--- src/rtl/dsw_pkg.sv ---
package dsw_pkg;
  localparam int unsigned N_SRC = 6;
  typedef enum logic [1:0] {
    ST_RUN   = 2'd0,
    ST_ENTER = 2'd1,
    ST_SLEEP = 2'd2,
    ST_WAKE  = 2'd3
  } dsw_state_t;
endpackage

--- src/rtl/dsw_prio.sv ---
module dsw_prio #(
  parameter int unsigned N = 6
) (
  input  logic         clk,
  input  logic         rst_n,
  input  logic [N-1:0] req,
  output logic [N-1:0] grant,
  output logic         any
);
  logic [N:0] lower;
  assign lower[0] = 1'b0;
  for (genvar i = 0; i < N; i++) begin : g_chain
    assign lower[i+1] = lower[i] | req[i];
    assign grant[i]   = req[i] & ~lower[i];
  end
  assign any = lower[N];

  // at most one grant, and only on a requesting line
  a_r6_grant_onehot: assert property (@(posedge clk) disable iff (!rst_n)
    $onehot0(grant));
  a_r7_grant_valid: assert property (@(posedge clk) disable iff (!rst_n)
    (grant & ~req) == '0);
endmodule

--- src/rtl/dsw_seq.sv ---
module dsw_seq
  import dsw_pkg::*;
#(
  parameter int unsigned N          = 6,
  parameter int unsigned RST_CYCLES = 4
) (
  input  logic         clk,
  input  logic         rst_n,
  input  logic         sleep_req,
  input  logic         pend,
  input  logic [N-1:0] grant,
  input  logic         flag_clr,
  output logic [N-1:0] wake_status,
  output logic         ds_flag,
  output logic         rst_req,
  output logic         asleep,
  output logic         wdt_clr
);
  localparam int unsigned CW = (RST_CYCLES > 1) ? $clog2(RST_CYCLES) : 1;
  localparam logic [CW-1:0] CNT_LAST = CW'(RST_CYCLES - 1);

  dsw_state_t st;
  logic [CW-1:0] cnt;
  logic wake_now;

  assign wake_now = (st == ST_SLEEP) && pend;

  always_ff @(posedge clk or negedge rst_n) begin
    if (!rst_n) begin
      st          <= ST_RUN;
      cnt         <= '0;
      wake_status <= '0;
      wdt_clr     <= 1'b0;
    end else begin
      wdt_clr <= 1'b0;
      unique case (st)
        ST_RUN:   if (sleep_req) st <= ST_ENTER;
        ST_ENTER: begin
          if (pend) begin
            st <= ST_RUN;
          end else begin
            st          <= ST_SLEEP;
            wake_status <= '0;
            wdt_clr     <= 1'b1;
          end
        end
        ST_SLEEP: begin
          if (pend) begin
            st          <= ST_WAKE;
            wake_status <= grant;
            cnt         <= '0;
          end
        end
        ST_WAKE: begin
          if (cnt == CNT_LAST) st <= ST_RUN;
          else                 cnt <= cnt + 1'b1;
        end
        default: st <= ST_RUN;
      endcase
    end
  end

  always_ff @(posedge clk or negedge rst_n) begin
    if (!rst_n)        ds_flag <= 1'b0;
    else if (wake_now) ds_flag <= 1'b1;
    else if (flag_clr) ds_flag <= 1'b0;
  end

  assign rst_req = (st == ST_WAKE);
  assign asleep  = (st == ST_SLEEP);

  a_r3_clear_on_entry: assert property (@(posedge clk) disable iff (!rst_n)
    (st == ST_ENTER && !pend) |=> (wake_status == '0 && wdt_clr));
  a_r4_abort_quiet: assert property (@(posedge clk) disable iff (!rst_n)
    (st == ST_ENTER && pend) |=> (!wdt_clr && !asleep && !rst_req));
  a_r6_status_onehot: assert property (@(posedge clk) disable iff (!rst_n)
    $onehot0(wake_status));
  a_r8_flag_sticky: assert property (@(posedge clk) disable iff (!rst_n)
    (ds_flag && !flag_clr) |=> ds_flag);
  a_r9_status_hold: assert property (@(posedge clk) disable iff (!rst_n)
    (st == ST_RUN || st == ST_WAKE) |=> $stable(wake_status));
  a_r5_wake_sets: assert property (@(posedge clk) disable iff (!rst_n)
    wake_now |=> (rst_req && ds_flag && wake_status != '0));
endmodule

--- src/rtl/dsw_ctrl.sv ---
module dsw_ctrl
  import dsw_pkg::*;
#(
  parameter int unsigned          RST_CYCLES  = 4,
  parameter logic [N_SRC-1:0]     ALWAYS_MASK = 6'b000011
) (
  input  logic             clk,
  input  logic             rst_n,
  input  logic             sleep_req,
  input  logic [N_SRC-1:0] wake_src,
  input  logic [N_SRC-1:0] wake_en,
  input  logic             flag_clr,
  output logic [N_SRC-1:0] wake_status,
  output logic             ds_flag,
  output logic             rst_req,
  output logic             asleep,
  output logic             wdt_clr
);
  logic [N_SRC-1:0] eff;
  logic [N_SRC-1:0] grant;
  logic             pend;

  assign eff = wake_src & (wake_en | ALWAYS_MASK);

  dsw_prio #(.N(N_SRC)) u_prio (
    .clk   (clk),
    .rst_n (rst_n),
    .req   (eff),
    .grant (grant),
    .any   (pend)
  );

  dsw_seq #(.N(N_SRC), .RST_CYCLES(RST_CYCLES)) u_seq (
    .clk         (clk),
    .rst_n       (rst_n),
    .sleep_req   (sleep_req),
    .pend        (pend),
    .grant       (grant),
    .flag_clr    (flag_clr),
    .wake_status (wake_status),
    .ds_flag     (ds_flag),
    .rst_req     (rst_req),
    .asleep      (asleep),
    .wdt_clr     (wdt_clr)
  );
endmodule

--- config.mk ---
export PLATFORM = sky130hd
export DESIGN_NAME = dsw_ctrl
export DESIGN_NICKNAME = d
export VERILOG_FILES = /design/src/rtl/dsw_pkg.sv /design/src/rtl/dsw_prio.sv /design/src/rtl/dsw_seq.sv /design/src/rtl/dsw_ctrl.sv
export SDC_FILE = /design/constraint.sdc
export NUM_CORES = 1
export LEC_CHECK = 0
export BUFFER_PORTS_ARGS = -buffer_cell sky130_fd_sc_hd__clkbuf_2
export CAP_MARGIN = 0
export CORE_UTILIZATION = 45
export CTS_BUF_LIST = sky130_fd_sc_hd__clkbuf_8 sky130_fd_sc_hd__clkbuf_16
export DETAILED_ROUTE_END_ITERATION = 8
export HOLD_SLACK_MARGIN = 0.12
export PLACE_DENSITY = 0.74
export SYNTH_ARGS = -nofsm -noshare
export SYNTH_HDL_FRONTEND = slang
export SYNTH_SLANG_ARGS = --single-unit
--- constraint.sdc ---
create_clock -name clk -period 2.4 [get_ports clk]
set_input_delay 0.24 -clock clk [delete_from_list [all_inputs] [get_ports clk]]
set_output_delay 0.24 -clock clk [all_outputs]
set_load 0.005 [all_outputs]
==> results by group, run 1 <==
Status
  • Status: finished clean

Timing
  • RSZ-0062 raised after global routing: false
  • Max-slew violations: 0
  • Period utilisation layout: 0.799
  • Worst-margin pin slew: 539 ps
  • Minimum clock period: 1920 ps
  • Clk_skew: 1.60 ps
  • Setup TNS: 0 ps
  • Endpoints failing setup: 0
  • Fmax: 522 MHz
  • Count of endpoints failing hold in the final timing report: 0
  • Slew Limit Headroom: 0.638

Critical path
  • Crit. path cell count: 6
  • R2R Path Start: u_seq.st[0]
  • Cell class contributing the biggest share of worst-path delay: simple AND/OR/NAND/NOR gates
  • Critical path buffers and inverters: 1
  • Worst path most repeated cell: a22o_1
  • Worst reg-to-reg setup slack: 480 ps
  • Critical path, cell by cell: inv_1, ha_1, or2b_1, or3_4, a22o_1, a22o_1
  • Slowest-stage cell, CP: dfrtp_1
  • CP arrival: 2040 ps
  • Critical Path Source Type: register
  • Worst path required time: 2520 ps
  • Peak fanout along the critical path: 5
  • R2R depth: 6
  • Worst setup path class: reg -> reg
  • Crit end category: register
  • Critical Path Start: u_seq.st[0]
  • CP endpoint: u_seq.cnt[1]
  • R2r endpoint: u_seq.cnt[1]
  • Slowest cell delay on critical path: 430 ps

Placement
  • PortBufs: 23
  • Final GP Congestion: 0.794
  • DPL Wire Length: 1180 µm

Yosys
  • Syn avg cell area: 9.99 µm²
  • Syn nets: 91
  • Sequential share of the synthesized area: 0.429
  • Mapped Area: 699 µm²
  • Synth Flop Type: dfrtp_1
  • Cells after Synth: 70
  • FF+latch count, synth: 12
  • Yosys warning count: 0
  • Post-synth ARST share: 1.00
  • Post-synth EDFFs: 0
  • Number of distinct library cells after synthesis: 26

Power and ir drop
  • Pwr per Cell Area: 843 nW/µm²
  • Leakage: 0.460 nW
  • Worst vdd ir: 0.395 mV

Layout
  • Core Util, Final: 0.653
  • Fillcell total: 131
  • Register area: 300 µm²
  • Area Overhead vs Synth: 27.5%
  • Final net count: 121
  • Share of layout cells above drive strength 1: 0.316
  • Multi-input logic area: 380 µm²
  • Antenna Cells: 0

Clock tree
  • Total CTS buffers: 3
  • TritonCTS clock tree: done
  • Post-CTS setup buffers: 0
  • Reg clk slew, reported paths: 50 ps
  • Clock sinks: 12
  • Root buf cell: clkbuf_8
  • Clock buffer depth: 2
  • Clk_lat worst skew: 240 ps
  • Htree depth: 1

GRT
  • Vias in the first global route: 605
  • Total GRT Usage: 0.199
  • Global-route wire length before repair: 2590 µm
  • Initial antenna violation count: 0
  • Total grt overflow: 0
  • Largest net degree at the start of global routing: 13

Detailed routing
  • Routed WL: 1540 µm
  • Final antenna-violating net count: 0
  • Drt wl/cell: 13.7 µm
  • Drt first pass iters: 4
  • Via Count: 643
  • Starting DRC count in detailed routing: 12
  • DRC viols: 0
  • DR vias/cell: 5.69

Job
  • Max-Cap Viols: 0

Floorplan
  • Die X: 41.4 µm
  • Die Ht: 41.4 µm
  • Row Count: 13
  • I/O pin count: 26
  • Die area: 1720 µm²
  • Core Region: 1370 µm²
  • Starting density of the core: 0.512

Hold path
  • Hold_sp: flag_clr
  • Hold Crit Class: in -> reg
[sequential cells by signal (all words and copies together), names as in the netlist, named ones only]
name / cells
u_seq.wake_status: 6
u_seq.cnt: 2
u_seq.ds_flag: 1
u_seq.st: 1
u_seq.wdt_clr: 1
[cells in the final DEF (no fill, tap or decap), drive strengths merged, types with 2 or more instances in the layout]
master   netlist  routed
a21oi          3       3
a22o           6       6
clkbuf         0      26
dfrtp         12      12
ha             5       5
inv            5       5
nand2          5       5
nand2b         4       4
nand3          5       5
nor2           5       5
o21ai          3       3
o2bb2ai        2       2
or2b           2       2
[power by group]
part	internal, mW	total [mW]	switching, mW
sequential	0.238	0.277	0.0389
clock	0.111	0.183	0.0724
combinational	0.148	0.292	0.144
[layout make-up]
cell class                 instances  area share
clock buffer                       3      0.0463
inverter                           5      0.0210
multi-input combinational         53       0.426
sequential                        12       0.337
tap                               15      0.0210
timing repair buffer              25       0.149
[synth_stat cells, drive strengths merged, types with 2 or more instances]
library cell  number  area [µm²]
o21ai              3        15.0
o2bb2ai            2        17.5
dfrtp             12         300
ha                 5        62.6
a22o               6        52.6
nor2               5        18.8
a21oi              3        15.0
inv                5        18.8
nand2              5        18.8
nand2b             4        32.5
or2b               2        15.0
nand3              5        25.0
[routing by layer]
| metal | wire [µm] | share of wire | track usage |
|---|---|---|---|
| met1 | 664 | 0.43 | 0.235 |
| met2 | 798 | 0.52 | 0.331 |
| met3 | 67 | 0.043 | 0.0391 |
| met4 | 11 | 0.0071 | 0.116 |
| met5 | 0 | 0 | 0 |
[timing repair]
item / 4_1_cts / 5_1_grt
gates resized for setup: 0 / 0
hold buffers: 1 / 0
hold endpoints to repair: 12 / 0
[worst min-delay path by stage]
stage / to / cells past startpoint / slack (ps)
2_1_floorplan: asynchronous set/reset pin / 0 / -60
3_3_place_gp: u_seq.cnt[1] / 1 / 140
3_5_place_dp: u_seq.cnt[0] / 1 / 140
4_1_cts: u_seq.ds_flag / 2 / 200
5_1_grt: u_seq.ds_flag / 2 / 200
6_report: u_seq.ds_flag / 2 / 200
[logic make-up (layout without fill, tap and decap cells)]
logic type	after synthesis	in the layout	share of synthesized area
and+or+nand+nor	28	28	0.234
AOI/OAI and AO/OA	19	19	0.206
DFF	12	12	0.429
adders and majority gates	5	5	0.0894
buffers and inverters	5	33	0.0268
muxes	1	1	0.0143
[metrics by stage]
stage / cell area (µm²) / total power [mW] / setup WS (ps) / hold slack [ps] / instances
floorplan: 699 / 0.489 / 489 / -55.6 / 70
global placement: 841 / 0.557 / 551 / 141 / 109
detailed placement: 841 / 0.572 / 522 / 142 / 109
CTS: 892 / 0.758 / 475 / 196 / 113
global route: 892 / 0.807 / 415 / 200 / 113
finish: 892 / 0.752 / 484 / 201 / 113
No activity file was read; power rests on OpenSTA's default activity.
==> run 2: changes to the inputs <==
==> constraint.sdc (replaced) <==
create_clock -name clk -period 1.9 [get_ports clk]
set_input_delay 0.19 -clock clk [delete_from_list [all_inputs] [get_ports clk]]
set_output_delay 0.19 -clock clk [all_outputs]
set_load 0.005 [all_outputs]
==> results by group, run 2 (same netlist as run 1, synthesis figures left out) <==
Detailed routing
  • DR vias/cell: 5.59 (-1.7%)
  • Met2 wire len: 775 µm (-2.9%)
  • Met1 wire length: 670 µm (+0.90%)
  • Final antenna-violating net count: 0 (unchanged)
  • Uppermost layer routed: met4
  • Drt wl/cell: 12.9 µm (-5.4%)
  • Starting DRC count in detailed routing: 15 (+3)
  • Drt first pass iters: 4 (unchanged)
  • WL met3: 51 µm (-24%)
  • Via Count: 660 (+2.6%)
  • DRC viols: 0 (unchanged)
  • Routed WL: 1530 µm (-1.2%)

Layout
  • Share of layout cells above drive strength 1: 0.359 (+0.0429)
  • Area Overhead vs Synth: 34.2%
  • Most frequent cells in the layout: clkbuf_2, dfrtp_1, a22o_1
  • Biggest regs: u_seq.wake_status x6, u_seq.cnt x2
  • Commonest non-fill, non-tap cell in the layout: clkbuf_2
  • Largest register FFs: 6 (unchanged)
  • Post-layout instance area: 938 µm² (+5.2%)
  • Biggest register: u_seq.wake_status
  • Final net count: 125 (+3.3%)
  • Antenna Cells: 0 (unchanged)

Placement
  • DPL Wire Length: 1160 µm (-1.7%)
  • PortBufs: 23 (unchanged)
  • Dpl ws: 127 ps (-394 ps)
  • Area after DPL: 873 µm² (+3.9%)
  • Final GP Congestion: 0.725 (-8.7%)

Power and ir drop
  • Clock Power Share: 0.273 (+0.030)
  • Worst vdd ir: 0.573 mV (+45%)
  • Internal power component: 701 µW (+41%)
  • Combinational Power Share: 0.399 (+0.011)
  • Leakage: 0.484 nW (+5.2%)
  • Seq pwr share: 0.328 (-0.041)
  • Sw Share: 0.323 (-0.0160)
  • Switching power: 335 µW (+31%)
  • Pwr per Cell Area: 1100 nW/µm² (+31%)

Hold path
  • Hold Crit Class: in -> reg

Timing
  • Setup slack after layout: 123 ps (-361 ps)
  • Count of endpoints failing hold in the final timing report: 0 (unchanged)
  • RSZ-0062 raised after global routing: false
  • Max-slew violations: 0 (unchanged)
  • Clk_skew: 1.44 ps (-0.164 ps)
  • Period utilisation layout: 0.936 (+0.137)
  • Worst-margin pin slew: 307 ps (-232 ps)
  • Fmax: 563 MHz (+7.8%)
  • Endpoints failing setup: 0 (unchanged)
  • Setup TNS: 0 ps (unchanged)
  • Slew Limit Headroom: 0.795 (+0.158)
  • Minimum clock period: 1780 ps (-139 ps)

Clock tree
  • Reg clk slew, reported paths: 60 ps (about the same)
  • Clk_lat worst skew: 240 ps (about the same)
  • PostCTS Resize Cnt: 0 (unchanged)
  • Total CTS buffers: 3 (unchanged)
  • Clock buffer depth: 2 (unchanged)
  • TritonCTS clock tree: done
  • Clock sinks: 12 (unchanged)
  • Root buf cell: clkbuf_8
  • Post-CTS setup buffers: 0 (unchanged)
  • Htree depth: 1 (unchanged)

Critical path
  • Critical path, cell by cell: inv_1, ha_2, or2b_1, or3_4, a22o_1, a22o_1
  • Peak fanout along the critical path: 4 (-1)
  • Critical path buffers and inverters: 1 (unchanged)
  • Cell class contributing the biggest share of worst-path delay: simple AND/OR/NAND/NOR gates
  • Critical Path Source Type: register
  • Slowest-stage cell, CP: dfrtp_1
  • Slowest cell delay on critical path: 370 ps (-60 ps)
  • CP arrival: 1910 ps (-130 ps)
  • Worst path most repeated cell: a22o_1
  • Worst setup path class: reg -> reg
  • Worst path required time: 2030 ps (-490 ps)
  • Crit end category: register

Status
  • Status: finished clean

Floorplan
  • Die area: 1720 µm² (unchanged)
  • I/O pin count: 26 (unchanged)
  • Core Region: 1370 µm² (unchanged)
  • Row Count: 13 (unchanged)
  • Die X: 41.4 µm (unchanged)
  • Die Ht: 41.4 µm (unchanged)
  • Starting density of the core: 0.512 (unchanged)

GRT
  • Initial antenna violation count: 0 (unchanged)
  • Largest net degree at the start of global routing: 13 (unchanged)
  • Vias in the first global route: 678 (+12%)
  • Global-route wire length before repair: 2790 µm (+7.7%)
  • Total grt overflow: 0 (unchanged)
  • Total GRT Usage: 0.210 (+0.0106)

Job
  • Max-Cap Viols: 0 (unchanged)
==> run 2: changes by cell type in the layout (fill, tap and decap cells not counted) <==
cell      change
clkbuf_8      +1
ha_1          -1
buf_4         +4
ha_2          +1
==> run 2: worst paths after layout <==
path | start | end | slack (ps) | depth (start not counted)
max reg2reg | u_seq.st[0] | u_seq.cnt[1] | 120 | 6
min reg2reg | u_seq.wake_status[3] | u_seq.wake_status[3] | 490 | 1
max | u_seq.st[0] | u_seq.cnt[1] | 120 | 6
min in group asynchronous | rst_n | asynchronous set/reset pin | 360 | 2
min | flag_clr | u_seq.ds_flag | 140 | 2
max in group asynchronous | rst_n | u_seq.wake_status[1] | 1300 | 2
==> run 2: final cells by class <==
type / instances / area [µm²]
Multi-Input combinational cell: 53 / 383
Timing Repair Buffer: 29 / 163
Inverter: 5 / 18.8
Tap cell: 15 / 18.8
Clock buffer: 4 / 55.1
Fill cell: 111 / 428
Sequential cell: 12 / 300
==> run 2: layer usage <==
| metal | global-route usage | up-vias |
|---|---|---|
| met4 | 0.129 | 0 |
| met5 | 0 | - |
| met1 | 0.251 | 312 |
| met3 | 0.0261 | 4 |
| li1 | - | 326 |
| met2 | 0.353 | 18 |
==> run 2: power groups by stage <==
| stage | Sequential [mW] | Clock, mW | Combinational (mW) |
|---|---|---|---|
| detailed placement | 0.343 | 0 | 0.414 |
| finish | 0.340 | 0.282 | 0.413 |
| global placement | 0.342 | 0 | 0.399 |
| floorplan | 0.343 | 0 | 0.276 |
| global route | 0.347 | 0.297 | 0.474 |
| CTS | 0.339 | 0.286 | 0.420 |
==> run 2: stage by stage <==
step	cells	utilization	total power [mW]	hold slack, ps
after global routing	118	0.687	1.12	136
after CTS	118	0.687	1.05	139
after detailed placement	113	0.639	0.757	95.3
after floorplan	70	-	0.619	-106
final	118	0.687	1.04	144
after global placement	113	0.639	0.740	90.9
==> run 2: what timing repair did <==
item,4_1_cts,5_1_grt
hold endpoints to repair,12,0
hold buffers,1,0
endpoints found under the setup margin,0,0
==> run 2: worst register-to-register path: cells and delay by family (launching register included) <==
kind / cells / cell delay, ps
AOI/OAI and AO/OA: 2 / 400
adders and majority gates: 1 / 180
buffers and inverters: 1 / 90
DFF: 1 / 370
and+or+nand+nor: 2 / 630
==> run 3: changes to the inputs <==
--- a/config.mk
+++ b/config.mk
@@ -12,6 +12,7 @@
 export DETAILED_ROUTE_END_ITERATION = 8
 export HOLD_SLACK_MARGIN = 0.12
 export PLACE_DENSITY = 0.74
+export SETUP_SLACK_MARGIN = 0.3
 export SYNTH_ARGS = -nofsm -noshare
 export SYNTH_HDL_FRONTEND = slang
 export SYNTH_SLANG_ARGS = --single-unit
==> results by group, run 3 (same netlist as run 1, synthesis figures left out) <==
Status
  • Status: finished clean

Timing
  • Max-slew violations: 0 (unchanged)
  • Worst-margin pin slew: 309 ps (+2.34 ps)
  • Fmax: 575 MHz (+2.2%)
  • Slew Limit Headroom: 0.794 (-0.00156)
  • RSZ-0062 raised after global routing: true
  • Count of endpoints failing hold in the final timing report: 0 (unchanged)
  • Clk_skew: 3.35 ps (+1.91 ps)
  • Setup TNS: 0 ps (unchanged)
  • Endpoints failing setup: 0 (unchanged)
  • Period utilisation layout: 0.915 (-0.0205)
  • Minimum clock period: 1740 ps (-39.0 ps)

Detailed routing
  • DRC viols: 0 (unchanged)
  • Final antenna-violating net count: 0 (unchanged)
  • Drt first pass iters: 4 (unchanged)
  • Starting DRC count in detailed routing: 14 (-1)
  • Via Count: 701 (+6.2%)
  • DR vias/cell: 5.70 (+1.9%)
  • Drt wl/cell: 14.7 µm (+14%)
  • Routed WL: 1810 µm (+19%)

Power and ir drop
  • Pwr per Cell Area: 1100 nW/µm² (-0.40%)
  • Worst vdd ir: 0.616 mV (+7.4%)
  • Leakage: 0.517 nW (+6.8%)
  • Total power: 1.14 mW (+10%)

Layout
  • Share of layout cells above drive strength 1: 0.481 (+0.122)
  • Final net count: 131 (+4.8%)
  • Core Util, Final: 0.758 (+0.0714)
  • Largest register FFs: 6 (unchanged)
  • Biggest regs: u_seq.wake_status x6, u_seq.cnt x2
  • Area Overhead vs Synth: 48.1%
  • Commonest non-fill, non-tap cell in the layout: clkbuf_2
  • Biggest register: u_seq.wake_status
  • Most frequent cells in the layout: clkbuf_2, dfrtp_1, buf_4
  • Antenna Cells: 0 (unchanged)
  • Non-Filler Instances: 123 (+4.2%)

GRT
  • Total grt overflow: 0 (unchanged)
  • Initial antenna violation count: 0 (unchanged)
  • Total GRT Usage: 0.221 (+0.0111)
  • Largest net degree at the start of global routing: 13 (unchanged)
  • Vias in the first global route: 665 (-1.9%)
  • Global-route wire length before repair: 2990 µm (+6.9%)

Critical path
  • Worst setup path class: reg -> reg
  • Peak fanout along the critical path: 2 (-2)
  • CP arrival: 1860 ps (-50 ps)
  • Worst path required time: 2020 ps (about the same)
  • Crit end category: register
  • Critical Path Source Type: register

Floorplan
  • Die Ht: 41.4 µm (unchanged)
  • Die X: 41.4 µm (unchanged)
  • Core Region: 1370 µm² (unchanged)
  • Starting density of the core: 0.512 (unchanged)
  • Die area: 1720 µm² (unchanged)
  • Row Count: 13 (unchanged)
  • I/O pin count: 26 (unchanged)

Clock tree
  • Clk_lat worst skew: 230 ps (about the same)
  • Root buf cell: clkbuf_8
  • Total CTS buffers: 3 (unchanged)
  • Reg clk slew, reported paths: 50 ps (about the same)
  • Htree depth: 1 (unchanged)
  • TritonCTS clock tree: done
  • Clock sinks: 12 (unchanged)
  • Clock buffer depth: 2 (unchanged)

Placement
  • Post-placement cell count: 113 (unchanged)
  • PortBufs: 23 (unchanged)
  • Final GP Congestion: 0.788 (+8.7%)
  • DPL Wire Length: 1210 µm (+4.8%)

Hold path
  • Hold Crit Class: in -> reg

Job
  • Max-Cap Viols: 0 (unchanged)
## run 3: cell types whose count changed in the layout (fill, tap and decap cells not counted), moves of 2 or more
cell	delta
ha_4	+2
nand2b_4	+2
buf_4	+5
inv_2	+3
o2bb2ai_2	+2
inv_1	-3
o2bb2ai_1	-2
nand2b_1	-2
## run 3: path summary, 6_finish.rpt
path	start	to	slack, ps	depth (start not counted)
max	u_seq.st[0]	u_seq.cnt[1]	160	6
min	flag_clr	u_seq.ds_flag	150	2
max reg2reg	u_seq.st[0]	u_seq.cnt[1]	160	6
min reg2reg	u_seq.wake_status[3]	u_seq.wake_status[3]	500	1
max in group asynchronous	rst_n	asynchronous set/reset pin	1270	2
min in group asynchronous	rst_n	u_seq.cnt[0]	370	2
## run 3: power by group
part | switching (mW) | internal [mW] | total (mW)
logic | 0.267 | 0.299 | 0.566
registers | 0.0456 | 0.302 | 0.347
clock network | 0.0863 | 0.139 | 0.226
## run 3: worst max-delay path, stage by stage (launching register included)
cell     delay, ps
dfrtp_1        400
inv_2          100
ha_4           130
or2b_1         240
or3_4          350
a22o_1         190
a22o_1         220
## run 3: final cells by class
type,count,area (µm²)
clock buffer,3,41.3
fill,100,330
inverter,5,18.8
multi-input combinational,53,444
sequential,12,302
tap,15,18.8
timing repair buffer,35,211
## run 3: through the flow
step | worst slack [ps] | cell area (µm²) | hold WS, ps
finish | 162 | 1040 | 146
global route | 138 | 1040 | 145
CTS | 174 | 997 | 148
detailed placement | 122 | 883 | 93.6
global placement | 150 | 883 | 85.6
floorplan | 105 | 712 | -106
## run 3: metal layers
layer / GRT usage / wire (µm) / vias up
li1: - / - / 331
met1: 0.282 / 770 / 342
met2: 0.381 / 947 / 22
met3: 0.0261 / 67 / 6
met4: 0.0774 / 28 / 0
met5: 0 / 0 / -
## run 3: timing repair
item                                   4_1_cts  5_1_grt
hold buffers                                 1        0
endpoints found under the hold margin       12        0
setup buffers                                5        1
setup endpoints to repair                    9       10
resized for setup                            6        6
pin swaps                                    3        4
